`config.mk`:
```
export PLATFORM = sky130hd
export DESIGN_NAME = updn_counter
export DESIGN_NICKNAME = d
export VERILOG_FILES = /design/src/rtl/updn_counter_pkg.sv /design/src/rtl/updn_counter_ctrl.sv /design/src/rtl/updn_counter_dp.sv /design/src/rtl/updn_counter.sv
export SDC_FILE = /design/constraint.sdc
export NUM_CORES = 1
export LEC_CHECK = 0
export CAP_MARGIN = 20
export CORE_AREA = 2 2 39 41
export DETAILED_ROUTE_END_ITERATION = 10
export DIE_AREA = 0 0 41 43
export GPL_TIMING_DRIVEN = 0
export PLACE_DENSITY = 0.3
export SYNTH_ARGS = -nofsm -noshare
export SYNTH_HDL_FRONTEND = slang
export SYNTH_SLANG_ARGS = --single-unit
```
`constraint.sdc`:
```
create_clock -name clk -period 1.4 [get_ports clk]
set_input_delay 0.21 -clock clk [delete_from_list [all_inputs] [get_ports clk]]
set_output_delay 0.21 -clock clk [all_outputs]
set_load 0.05 [all_outputs]
```
`src/rtl/updn_counter_pkg.sv`:
```
package updn_counter_pkg;

  localparam int CNT_W = 3;

  typedef struct packed {
    logic stepUp;
    logic stepDown;
    logic clear;
  } cnt_strobe_t;

endpackage

```
`src/rtl/updn_counter_ctrl.sv`:
```
module updn_counter_ctrl
  import updn_counter_pkg::*;
(
  input  logic        clk,
  input  logic        rst,
  input  logic        upEn,
  input  logic        downEn,
  output cnt_strobe_t strobe,
  output logic        fault
);

  logic conflict;

  always_comb begin
    conflict        = upEn & downEn;
    strobe.clear    = rst;
    strobe.stepUp   = upEn & ~downEn;
    strobe.stepDown = downEn & ~upEn;
    fault           = conflict;
  end

  // a conflicting request never reaches the datapath as a step
  a_r5_no_step_on_fault: assert property (@(posedge clk)
    fault |-> !(strobe.stepUp || strobe.stepDown));

  // fault only when both lines are raised
  a_r8_fault_needs_both: assert property (@(posedge clk)
    fault |-> (upEn && downEn));

  // strobes never both active
  a_r2_r3_exclusive_steps: assert property (@(posedge clk)
    !(strobe.stepUp && strobe.stepDown));

endmodule

```
`src/rtl/updn_counter_dp.sv`:
```
module updn_counter_dp
  import updn_counter_pkg::*;
#(
  parameter int WIDTH = CNT_W
)(
  input  logic             clk,
  input  cnt_strobe_t      strobe,
  output logic [WIDTH-1:0] cnt
);

  localparam logic [WIDTH-1:0] ALL_ONE = {WIDTH{1'b1}};

  logic [WIDTH:0]   lowOnes;
  logic [WIDTH:0]   lowZeros;
  logic [WIDTH-1:0] toggle;
  logic [WIDTH-1:0] cntNext;

  assign lowOnes[0]  = 1'b1;
  assign lowZeros[0] = 1'b1;

  for (genvar i = 0; i < WIDTH; i++) begin : g_bit
    assign lowOnes[i+1]  = lowOnes[i] & cnt[i];
    assign lowZeros[i+1] = lowZeros[i] & ~cnt[i];
    assign toggle[i]     = (strobe.stepUp & lowOnes[i]) | (strobe.stepDown & lowZeros[i]);
    assign cntNext[i]    = cnt[i] ^ toggle[i];
  end

  always_ff @(posedge clk) begin
    if (strobe.clear) cnt <= '0;
    else              cnt <= cntNext;
  end

  // clear forces zero
  a_r1_clear_zero: assert property (@(posedge clk)
    strobe.clear |=> (cnt == '0));

  // up step adds one
  a_r2_up_step: assert property (@(posedge clk) disable iff (strobe.clear)
    strobe.stepUp |=> (cnt == WIDTH'($past(cnt) + 1'b1)));

  // down step subtracts one
  a_r3_down_step: assert property (@(posedge clk) disable iff (strobe.clear)
    strobe.stepDown |=> (cnt == WIDTH'($past(cnt) - 1'b1)));

  // no step means hold
  a_r4_hold: assert property (@(posedge clk) disable iff (strobe.clear)
    (!strobe.stepUp && !strobe.stepDown) |=> $stable(cnt));

  // up wrap
  a_r6_up_wrap: assert property (@(posedge clk) disable iff (strobe.clear)
    (strobe.stepUp && cnt == ALL_ONE) |=> (cnt == '0));

  // down wrap
  a_r7_down_wrap: assert property (@(posedge clk) disable iff (strobe.clear)
    (strobe.stepDown && cnt == '0) |=> (cnt == ALL_ONE));

endmodule

```
`src/rtl/updn_counter.sv`:
```
module updn_counter
  import updn_counter_pkg::*;
(
  input  logic             clk,
  input  logic             rst,
  input  logic             upEn,
  input  logic             downEn,
  output logic [CNT_W-1:0] count,
  output logic             fault
);

  cnt_strobe_t strobe;

  updn_counter_ctrl ctrl_i (
    .clk    (clk),
    .rst    (rst),
    .upEn   (upEn),
    .downEn (downEn),
    .strobe (strobe),
    .fault  (fault)
  );

  updn_counter_dp #(.WIDTH(CNT_W)) dp_i (
    .clk    (clk),
    .strobe (strobe),
    .cnt    (count)
  );

endmodule

```
Yosys cells after proc, flatten, opt, wreduce, memory -nomap -nowiden
Cells that the tools add are included.
Widths: inputs -> output; s select.
{ "word_totals": {"output_inout_bits": 4, "reg_bits": 3} }
{ "op_classes": {"bitwise": 19} }
{ "op_table": {"columns": ["operator", "count"], "rows": [
  ["$and 1x1->1", 9],
  ["$not 1->1", 4],
  ["$or 1x1->1", 3],
  ["$xor 1x1->1", 3]
]} }

Logic depth before layout (Yosys ltp)
Gate-level depths: netlist of run 1.
{ "depth": {"ltp_word": 5, "depth_mapped": 5} }

Cells and area by module
A second synthesis of run 1 with hierarchy kept.
{ "hier_totals": {"cells_unflattened": 18, "area_unflattened_um2": 165.2} }
{ "modules_own_cells": {"columns": ["module", "seq_area_each_um2", "area_each_um2", "cells_per_inst", "instances"], "rows": [
  ["updn_counter_dp", 60.1, 135.1, 14, 1],
  ["updn_counter_ctrl", 0.0, 30.0, 4, 1]
]} }

Least setup slack after synthesis of run 1
No wires, ideal clock.
{ "synth_timing": {"path_type": "flip-flop to flip-flop", "start": "register dp_i.cnt[0]", "end": "register dp_i.cnt[2]", "slack_ns": 0.106, "path_stages_with_launch": 4, "path_buffers": 0, "setup_time_ns": 0.122, "arrival_ns": 1.172, "required_ns": 1.278, "path_cell_list": "dfxtp_1 -> and3_1 -> o21ai_0 -> nor3b_2"} }
{ "synth_via": {"elab_chain_len": 5, "word_cells_on_any_way": 7, "cone_classes": "bitwise (7)"} }
{ "synth_lines": {"columns": ["item", "line_no", "rtl"], "rows": [
  ["start, declared", "updn_counter_dp.sv:8", "output logic [WIDTH-1:0] cnt"],
  ["start signal, assigned", "updn_counter_dp.sv:30", "else cnt <= cntNext;"],
  ["$not 1->1", "updn_counter_dp.sv:23", "assign lowZeros[i+1] = lowZeros[i] & ~cnt[i];"],
  ["$and 1x1->1", "updn_counter_dp.sv:23", null],
  ["$and 1x1->1", "updn_counter_dp.sv:24", "assign toggle[i] = (strobe.stepUp & lowOnes[i]) | (strobe.stepDown & lowZeros[i]);"],
  ["$or 1x1->1 (*)", "updn_counter_dp.sv:24", null],
  ["$xor 1x1->1 (*)", "updn_counter_dp.sv:25", "assign cntNext[i] = cnt[i] ^ toggle[i];"]
]} }
Mark *: on every way between the ends. The rest lies on a longest branch, timed or not.
A chain may end at the register's enable or synchronous reset.

Worst setup path after layout of run 1
{ "layout_timing": {"start": "register dp_i.cnt[1]", "end": "output count[1]"} }
{ "layout_rtl": {"columns": ["item", "line_no", "rtl"], "rows": [
  ["end, declared", "updn_counter.sv:8", "output logic [CNT_W-1:0] count,"]
]} }
No word-level cell between the ends.

==> impl_metrics.csv, run 1 <==
group,metric,value,unit
critical_path,worstPathArrival,1130,ps
die,dieWidth,41,um
die,die_y,43,um
critical_path,worstSetupStartpointType,"flip-flop",
worst_hold_path,hold_path.class,"reg2reg",
logic_synthesis,synthCells,18,
critical_path,end_kind,"primary output",
status,status,"complete, no violations",
cells_and_area,area_growth,59.57,%
routing,drc,0,
place,preCtsSetupSlack,-485.6,ps
routing,routedWlPerCell,7.244,um
clock_tree,clkTransAtPathRegs,40,ps
timing,tns,0,ps
global_route,gr-total-overflow,0,
clock_tree,cts.sinks,3,
cells_and_area,largest_reg_flops,3,
pwr,powerDensity,1314,nW/um^2
run,cap_violations,0,
pwr,swShare,34.70,%
logic_synthesis,yosysUniqueCellTypes,11,
routing,num_vias,157,
place,place_congestion,0.6245,
cells_and_area,top_regs,"dp_i.cnt: 3 flops",
clock_tree,htree_levels,1,
clock_tree,numCtsBuffers,3,
timing,setup_ws,64.81,ps
pwr,p_clk_share,41.7,%
routing,totalWireLength,326,um
critical_path,worst-setup-path-type,"reg2out",
pwr,cellLeakagePower,0.1372,nW
timing,slew_headroom,67.99,%
critical_path,critPathMaxFanout,4,
critical_path,path_delay_family,"buffers and inverters",
critical_path,crit_required,1190,ps
timing,rsz0062_at_grt,"no",
routing,first_pass_iters,1,
global_route,grt_first_pass_wirelength,600,um
logic_synthesis,ys_ff_latch,3,
critical_path,max_stage_delay,520,ps
clock_tree,clk_latency,230,ps
critical_path,path_cells,"clkdlybuf4s15_1",
place,place_inst,41,
routing,dr.first_iter.drc_count,0,
pwr,power,0.3699,mW
logic_synthesis,syn-cell-area,176.4,sq um
clock_tree,cts_tree,"yes",
global_route,grt_max_degree,6,
timing,setup_violations,0,
logic_synthesis,syn-num-nets,25,
cells_and_area,fin_util,20.34,%
clock_tree,hold_buffers,0,
timing,post-route-period-util,95.37,%
critical_path,cp_num_buf_inv,1,
logic_synthesis,yosysWarnings,0,
clock_tree,clockBufferDepth,2,
pwr,p_comb_share,28.4,%
global_route,gr-usage-all-layers,5.806,%
timing,hold_viol_final,0,
die,row_count,14,
cells_and_area,largest_register,"dp_i.cnt",
place,port-buffer-count,7,
global_route,antenna_found_initial,0,
pwr,ir_worst_vdd,0.1829,mV
pwr,power.net_switching,0.1284,mW
die,die_area,1763,sq um
logic_synthesis,ys_seq_area_share,34.04,%
die,core,1384,sq um
die,io_pins,8,
clock_tree,clockRootBuffer,"clkbuf_4",
clock_tree,postCtsSetupRepairBufs,0,
routing,vias_per_cell,3.489,
logic_synthesis,syn_area_per_cell,9.801,sq um
routing,ant_nets,0,
cells_and_area,finalNonFillerCells,45,
timing,fin_skew,3.048,ps
global_route,grt_pass1_vias,169,
cells_and_area,fin_nets,37,
timing,slew_viol_final,0,
cells_and_area,final_area,281.5,sq um
die,start_util,12.75,%
critical_path,slowest_stage,"clkdlybuf4s15_1",
cells_and_area,n_antenna_cell,0,
timing,whs,540.4,ps
place,dpl_cell_area,266.5,sq um
timing,period_needed,1335,ps
pwr,internal_power,0.2415,mW
timing,fmax,749.0,MHz
pwr,seqPwrFrac,29.9,%
cells_and_area,layout-drive-gt1-share,20.69,%
timing,worst_pin_slew,482.0,ps
-- synthesized netlist by cell type --
cell / number / area (sq um)
nor2_1: 2 / 7.510
xor2_1: 2 / 17.52
o21ai_0: 1 / 5.000
nor3_1: 1 / 5.000
nor3b_1: 1 / 7.510
ha_1: 3 / 37.54
and3_1: 1 / 6.260
mux2i_1: 1 / 10.01
dfxtp_1: 3 / 60.06
inv_1: 2 / 7.510
nor3b_2: 1 / 12.51
-- layer usage --
layer	wire length (um)	up-vias	track usage (%)	part of all wire [%]
met2	137	10	6.563	42
met5	0	-	0	0
met3	36	2	3.141	11
met4	17	0	8.000	5.2
met1	135	65	6.051	41
li1	-	80	-	-
-- timing repair --
| action | 4_1_cts | 5_1_grt |
|---|---|---|
| gates cloned | 0 | 0 |
| resized for setup | 9 | 2 |
| endpoints found under the setup margin | 4 | 2 |
-- path summary, 6_finish.rpt --
| path | startpoint | to | slack [ps] | cells after the start |
|---|---|---|---|---|
| worst max-delay path | dp_i.cnt[1]$_SDFF_PP0_ | count[1] | 60 | 1 |
| worst min-delay path | dp_i.cnt[2]$_SDFF_PP0_ | dp_i.cnt[2]$_SDFF_PP0_ | 540 | 2 |
| worst max register to register | dp_i.cnt[0]$_SDFF_PP0_ | dp_i.cnt[2]$_SDFF_PP0_ | 430 | 3 |
| worst min register to register | dp_i.cnt[2]$_SDFF_PP0_ | dp_i.cnt[2]$_SDFF_PP0_ | 540 | 2 |
-- cell families (layout without fill, tap and decap cells) --
group           count (synthesis)  after routing  synth area share (%)
compound gates                  1              1                 2.834
fa+ha+maj                       3              3                 21.28
xor+xnor                        2              2                 9.931
mux                             1              1                 5.674
flops                           3              3                 34.04
buf+inv                         2             13                 4.257
simple gates                    6              6                 21.99
-- cell type report --
type                       count  area [sq um]
timing repair buffer           7         58.81
multi-input combinational     13         108.9
sequential                     3         60.06
inverter                       2         7.507
tap                           16         20.02
fill                         162          1102
clock buffer                   4         26.28
-- cells in the final DEF, fill, tap and decap left out --
cell,count
clkbuf_4,3
and3_1,1
nor2_1,2
nor3b_2,1
o21ai_0,1
nor3_1,1
clkdlybuf4s15_1,1
buf_2,1
mux2i_1,1
dlygate4sd2_1,1
dfxtp_1,3
ha_1,3
clkdlybuf4s50_1,3
inv_1,2
xor2_1,2
clkbuf_1,1
clkbuf_2,1
nor3b_1,1
-- power groups by stage --
stage               sequential (mW)  clock (mW)  combinational (mW)
finish                        0.111       0.154               0.105
global placement              0.113           0               0.117
detailed placement            0.113           0               0.116
global route                  0.113       0.173               0.116
floorplan                     0.152           0              0.0357
CTS                           0.111       0.164               0.108
No activity file was read; power rests on OpenSTA's default activity.
==> run 2, diff against run 1 <==
clock period = 1.6 ns   (was 1.4 ns; I/O delays follow)
==> impl_metrics.csv, run 2 (synthesis gave the netlist of run 1 again) <==
group,metric,value,unit
pwr,p_comb_share,28.7,%
critical_path,end_kind,"primary output",
critical_path,path_delay_family,"buffers and inverters",
cells_and_area,n_antenna_cell,0,
cells_and_area,final_area,290.3,sq um
clock_tree,cts_tree,"yes",
clock_tree,clk_latency,230,ps
clock_tree,postCtsSetupRepairBufs,0,
routing,dr.first_iter.drc_count,0,
cells_and_area,area_growth,64.54,%
routing,totalWireLength,328,um
timing,tns,0,ps
pwr,swShare,34.52,%
pwr,power.net_switching,0.1120,mW
timing,whs,540.4,ps
global_route,grt_first_pass_wirelength,600,um
timing,fin_skew,3.057,ps
critical_path,rr_startpoint,"dp_i.cnt[0]$_SDFF_PP0_",
run,cap_violations,0,
worst_hold_path,worstHoldStart,"dp_i.cnt[2]$_SDFF_PP0_",
clock_tree,hold_buffers,0,
timing,worst_pin_slew,487.3,ps
critical_path,max_stage_delay,500,ps
critical_path,worstPathArrival,1260,ps
timing,slew_viol_final,0,
place,dpl_cell_area,266.5,sq um
pwr,cellLeakagePower,0.1417,nW
pwr,ir_worst_vdd,0.1600,mV
cells_and_area,largest_register,"dp_i.cnt",
cells_and_area,fin_nets,37,
die,dieWidth,41,um
place,place_congestion,0.6245,
timing,fmax,666.8,MHz
cells_and_area,fin_util,20.98,%
clock_tree,clockBufferDepth,2,
die,row_count,14,
worst_hold_path,hold_path.class,"reg2reg",
global_route,gr-usage-all-layers,5.806,%
global_route,grt_pass1_vias,169,
die,die_area,1763,sq um
die,start_util,12.75,%
place,port-buffer-count,7,
routing,drc,0,
routing,vias_per_cell,3.489,
pwr,p_clk_share,41.5,%
routing,ant_nets,0,
critical_path,crit_required,1360,ps
die,core,1384,sq um
pwr,seqPwrFrac,29.7,%
routing,num_vias,157,
timing,setup_violations,0,
clock_tree,clkTransAtPathRegs,40,ps
clock_tree,numCtsBuffers,3,
die,io_pins,8,
critical_path,cp_num_buf_inv,2,
critical_path,slowest_stage,"clkdlybuf4s50_1",
routing,first_pass_iters,1,
timing,rsz0062_at_grt,"no",
cells_and_area,top_regs,"dp_i.cnt: 3 flops",
status,status,"complete, no violations",
cells_and_area,layout-drive-gt1-share,17.24,%
cells_and_area,largest_reg_flops,3,
pwr,internal_power,0.2126,mW
clock_tree,htree_levels,1,
global_route,gr-total-overflow,0,
timing,hold_viol_final,0,
critical_path,startpoint,"upEn",
cells_and_area,layout_common_cells,"ha_1, clkbuf_4, dfxtp_1, clkdlybuf4s50_1, dlygate4sd2_1",
critical_path,critPathMaxFanout,3,
clock_tree,clockRootBuffer,"clkbuf_4",
clock_tree,cts.sinks,3,
critical_path,worstSetupStartpointType,"input pin",
timing,period_needed,1500,ps
pwr,powerDensity,1118,nW/um^2
critical_path,path_cells,"clkdlybuf4s50_1, ha_1, clkdlybuf4s15_2",
die,die_y,43,um
routing,routedWlPerCell,7.289,um
global_route,antenna_found_initial,0,
timing,post-route-period-util,93.74,%
global_route,grt_max_degree,6,
critical_path,worst-setup-path-type,"in2out",
timing,slew_headroom,67.64,%
-- run 2: changes by cell type in the layout (fill, tap and decap cells not counted) --
cell,change
dlygate4sd2_1,+2
buf_2,-1
clkbuf_2,-1
clkdlybuf4s15_1,-1
clkdlybuf4s15_2,+1
-- run 2: area by class of cell --
class | count | area, sq um
flip-flops and latches | 3 | 60.06
fillers | 161 | 1094
repair buffers | 7 | 67.56
well taps | 16 | 20.02
inverters | 2 | 7.507
multi-input cells | 13 | 108.9
clock buffers | 4 | 26.28
-- run 2: through the flow --
| step | std cells | power [mW] | worst slack (ps) |
|---|---|---|---|
| CTS | 45 | 0.3348 | 89.89 |
| finish | 45 | 0.3246 | 100.2 |
| floorplan | 18 | 0.1644 | 305.6 |
| global route | 45 | 0.3529 | 42.41 |
| detailed placement | 41 | 0.2008 | -345.6 |
| global placement | 41 | 0.2007 | -337.1 |
-- run 2: per-layer routing --
metal / GRT usage, % / up-vias / wire length (um)
li1: - / 80 / -
met1: 6.051 / 65 / 137
met2: 6.563 / 10 / 136
met3: 3.141 / 2 / 37
met4: 8.000 / 0 / 17
met5: 0 / - / 0
-- run 2: timing repair --
action / CTS / global route
resized for setup: 6 / 0
endpoints found under the hold margin: 0 / 0
setup endpoints to repair: 4 / 0
-- run 2: power by group through the flow --
stage	registers (mW)	clock network, mW	logic (mW)
3_3_place_gp	0.0986	0	0.102
6_report	0.0966	0.135	0.0932
3_5_place_dp	0.0991	0	0.102
5_1_grt	0.0990	0.151	0.103
4_1_cts	0.0971	0.143	0.0946
2_1_floorplan	0.133	0	0.0313
-- run 2: worst paths after layout --
| kind | depth (start not counted) | to | slack (ps) |
|---|---|---|---|
| worst max register to register | 3 | dp_i.cnt[2]$_SDFF_PP0_ | 630 |
| worst min register to register | 2 | dp_i.cnt[2]$_SDFF_PP0_ | 540 |
| worst min-delay path | 2 | dp_i.cnt[2]$_SDFF_PP0_ | 540 |
| worst max-delay path | 3 | fault | 100 |
-- run 2: worst register-to-register path, cell delays in order, from the launching register on --
cell and delay, ps:
dfxtp_1 340, nor3b_1 260, o21ai_0 100, nor3b_2 150
==> run 3, diff against run 2 <==
CORE_AREA = 3 3 40 42   (was 2 2 39 41)
DIE_AREA = 0 0 43 45   (was 0 0 41 43)
SLEW_MARGIN = 20   (was unset)
==> impl_metrics.csv, run 3 (synthesis gave the netlist of run 1 again) <==
group,metric,value,unit
pwr,power,0.3234,mW
pwr,powerDensity,1119,nW/um^2
routing,dr.first_iter.drc_count,0,
global_route,grt_max_degree,6,
die,row_count,13,
cells_and_area,ff_latch_area,60.06,sq um
clock_tree,clkTransAtPathRegs,40,ps
clock_tree,clockBufferDepth,2,
timing,rsz0062_at_grt,"no",
die,die_area,1935,sq um
timing,period_needed,1518,ps
pwr,ir_worst_vdd,0.4809,mV
routing,num_vias,162,
place,place_congestion,0.6005,
timing,setup_violations,0,
routing,drc,0,
cells_and_area,largest_register,"dp_i.cnt",
global_route,grt_pass1_vias,173,
global_route,gr-usage-all-layers,5.233,%
pwr,p_comb_share,29.4,%
cells_and_area,layout_common_cells,"ha_1, clkbuf_4, dfxtp_1, clkdlybuf4s50_1, dlygate4sd2_1",
critical_path,r2r_slack,570,ps
timing,slew_headroom,67.67,%
clock_tree,htree_levels,1,
routing,totalWireLength,374,um
timing,fin_skew,2.613,ps
routing,first_pass_iters,1,
global_route,gr-total-overflow,0,
timing,post-route-period-util,94.87,%
critical_path,end_kind,"primary output",
clock_tree,clockRootBuffer,"clkbuf_4",
place,preCtsSetupSlack,-351.1,ps
timing,hold_viol_final,0,
cells_and_area,top_regs,"dp_i.cnt: 3 flops",
cells_and_area,layout-drive-gt1-share,17.24,%
cells_and_area,n_antenna_cell,0,
pwr,swShare,34.30,%
die,dieWidth,43,um
timing,slew_viol_final,0,
timing,fmax,658.8,MHz
cells_and_area,multi_input_area,108.9,sq um
place,dpl_cell_area,265.3,sq um
clock_tree,cts_tree,"yes",
timing,whs,556.8,ps
status,status,"complete, no violations",
die,core,1285,sq um
clock_tree,hold_buffers,0,
pwr,cellLeakagePower,0.1417,nW
critical_path,slowest_stage,"clkdlybuf4s50_1",
critical_path,critPathMaxFanout,3,
critical_path,max_stage_delay,510,ps
routing,vias_per_cell,3.682,
die,die_y,45,um
run,cap_violations,0,
timing,worst_pin_slew,486.9,ps
place,port-buffer-count,7,
critical_path,worst-setup-path-type,"in2out",
cells_and_area,fillCellCount,149,
critical_path,path_cells,"clkdlybuf4s50_1, ha_1, clkdlybuf4s15_2",
timing,setup_ws,82.06,ps
clock_tree,clk_latency,230,ps
critical_path,rr_startpoint,"dp_i.cnt[0]$_SDFF_PP0_",
critical_path,crit_required,1360,ps
cells_and_area,final_area,289.0,sq um
pwr,seqPwrFrac,30.0,%
pwr,p_clk_share,40.7,%
critical_path,worstSetupStartpointType,"input pin",
critical_path,ff2ff_path_depth,3,
cells_and_area,area_growth,63.83,%
place,place_hpwl,288.1,um
global_route,grt_first_pass_wirelength,676,um
critical_path,r2r-end,"dp_i.cnt[2]$_SDFF_PP0_",
cells_and_area,largest_reg_flops,3,
clock_tree,numCtsBuffers,3,
critical_path,startpoint,"upEn",
pwr,internal_power,0.2125,mW
routing,routedWlPerCell,8.500,um
clock_tree,cts.sinks,3,
global_route,antenna_found_initial,0,
cells_and_area,fin_nets,37,
critical_path,cp-endpoint,"fault",
pwr,power.net_switching,0.1109,mW
routing,ant_nets,0,
critical_path,worstPathArrival,1280,ps
die,start_util,13.73,%
die,io_pins,8,
worst_hold_path,hold_path.class,"reg2reg",
-- run 3: worst max-delay path: cells and delay by family --
family	cells	cell delay, ps
buf+inv	2	880
fa+ha+maj	1	160
-- run 3: layer usage --
layer	routed length [um]	vias up	track usage (%)
met5	0	-	0
met4	0	0	5.422
met3	44	0	4.382
met2	159	8	6.587
met1	171	73	5.024
li1	-	81	-
-- run 3: area by class of cell --
class | count | area share, %
timing repair buffer | 7 | 23.38
tap | 15 | 6.494
clock buffer | 4 | 9.091
multi-input combinational | 13 | 37.66
inverter | 2 | 2.597
sequential | 3 | 20.78
-- run 3: metrics by stage --
stage,TNS [ps],utilization (%),instances
6_report,0,22.49,44
5_1_grt,0,22.49,44
4_1_cts,0,22.49,44
3_5_place_dp,-351.1,20.64,40
3_3_place_gp,-358.0,20.64,40
2_1_floorplan,0,-,18
-- run 3: repair_timing --
action | in CTS | in global routing
setup endpoints to repair | 4 | 0
buffers inserted | 0 | 0
resized for setup | 6 | 0
-- run 3: worst min-delay path by stage --
stage,endpoint,cells after the start,slack [ps],start
2_1_floorplan,dp_i.cnt[2]$_SDFF_PP0_,1,310,rst
3_3_place_gp,dp_i.cnt[2]$_SDFF_PP0_,2,540,dp_i.cnt[2]$_SDFF_PP0_
3_5_place_dp,dp_i.cnt[1]$_SDFF_PP0_,2,550,dp_i.cnt[1]$_SDFF_PP0_
4_1_cts,dp_i.cnt[1]$_SDFF_PP0_,2,560,dp_i.cnt[1]$_SDFF_PP0_
5_1_grt,dp_i.cnt[1]$_SDFF_PP0_,2,600,dp_i.cnt[1]$_SDFF_PP0_
6_report,dp_i.cnt[2]$_SDFF_PP0_,2,560,dp_i.cnt[2]$_SDFF_PP0_
-- run 3: power by group through the flow --
stage / Clock [mW] / Combinational (mW) / Sequential, mW
3_5_place_dp: 0 / 0.103 / 0.0987
5_1_grt: 0.148 / 0.103 / 0.0985
3_3_place_gp: 0 / 0.103 / 0.0986
2_1_floorplan: 0 / 0.0313 / 0.133
4_1_cts: 0.139 / 0.0964 / 0.0969
6_report: 0.131 / 0.0950 / 0.0969
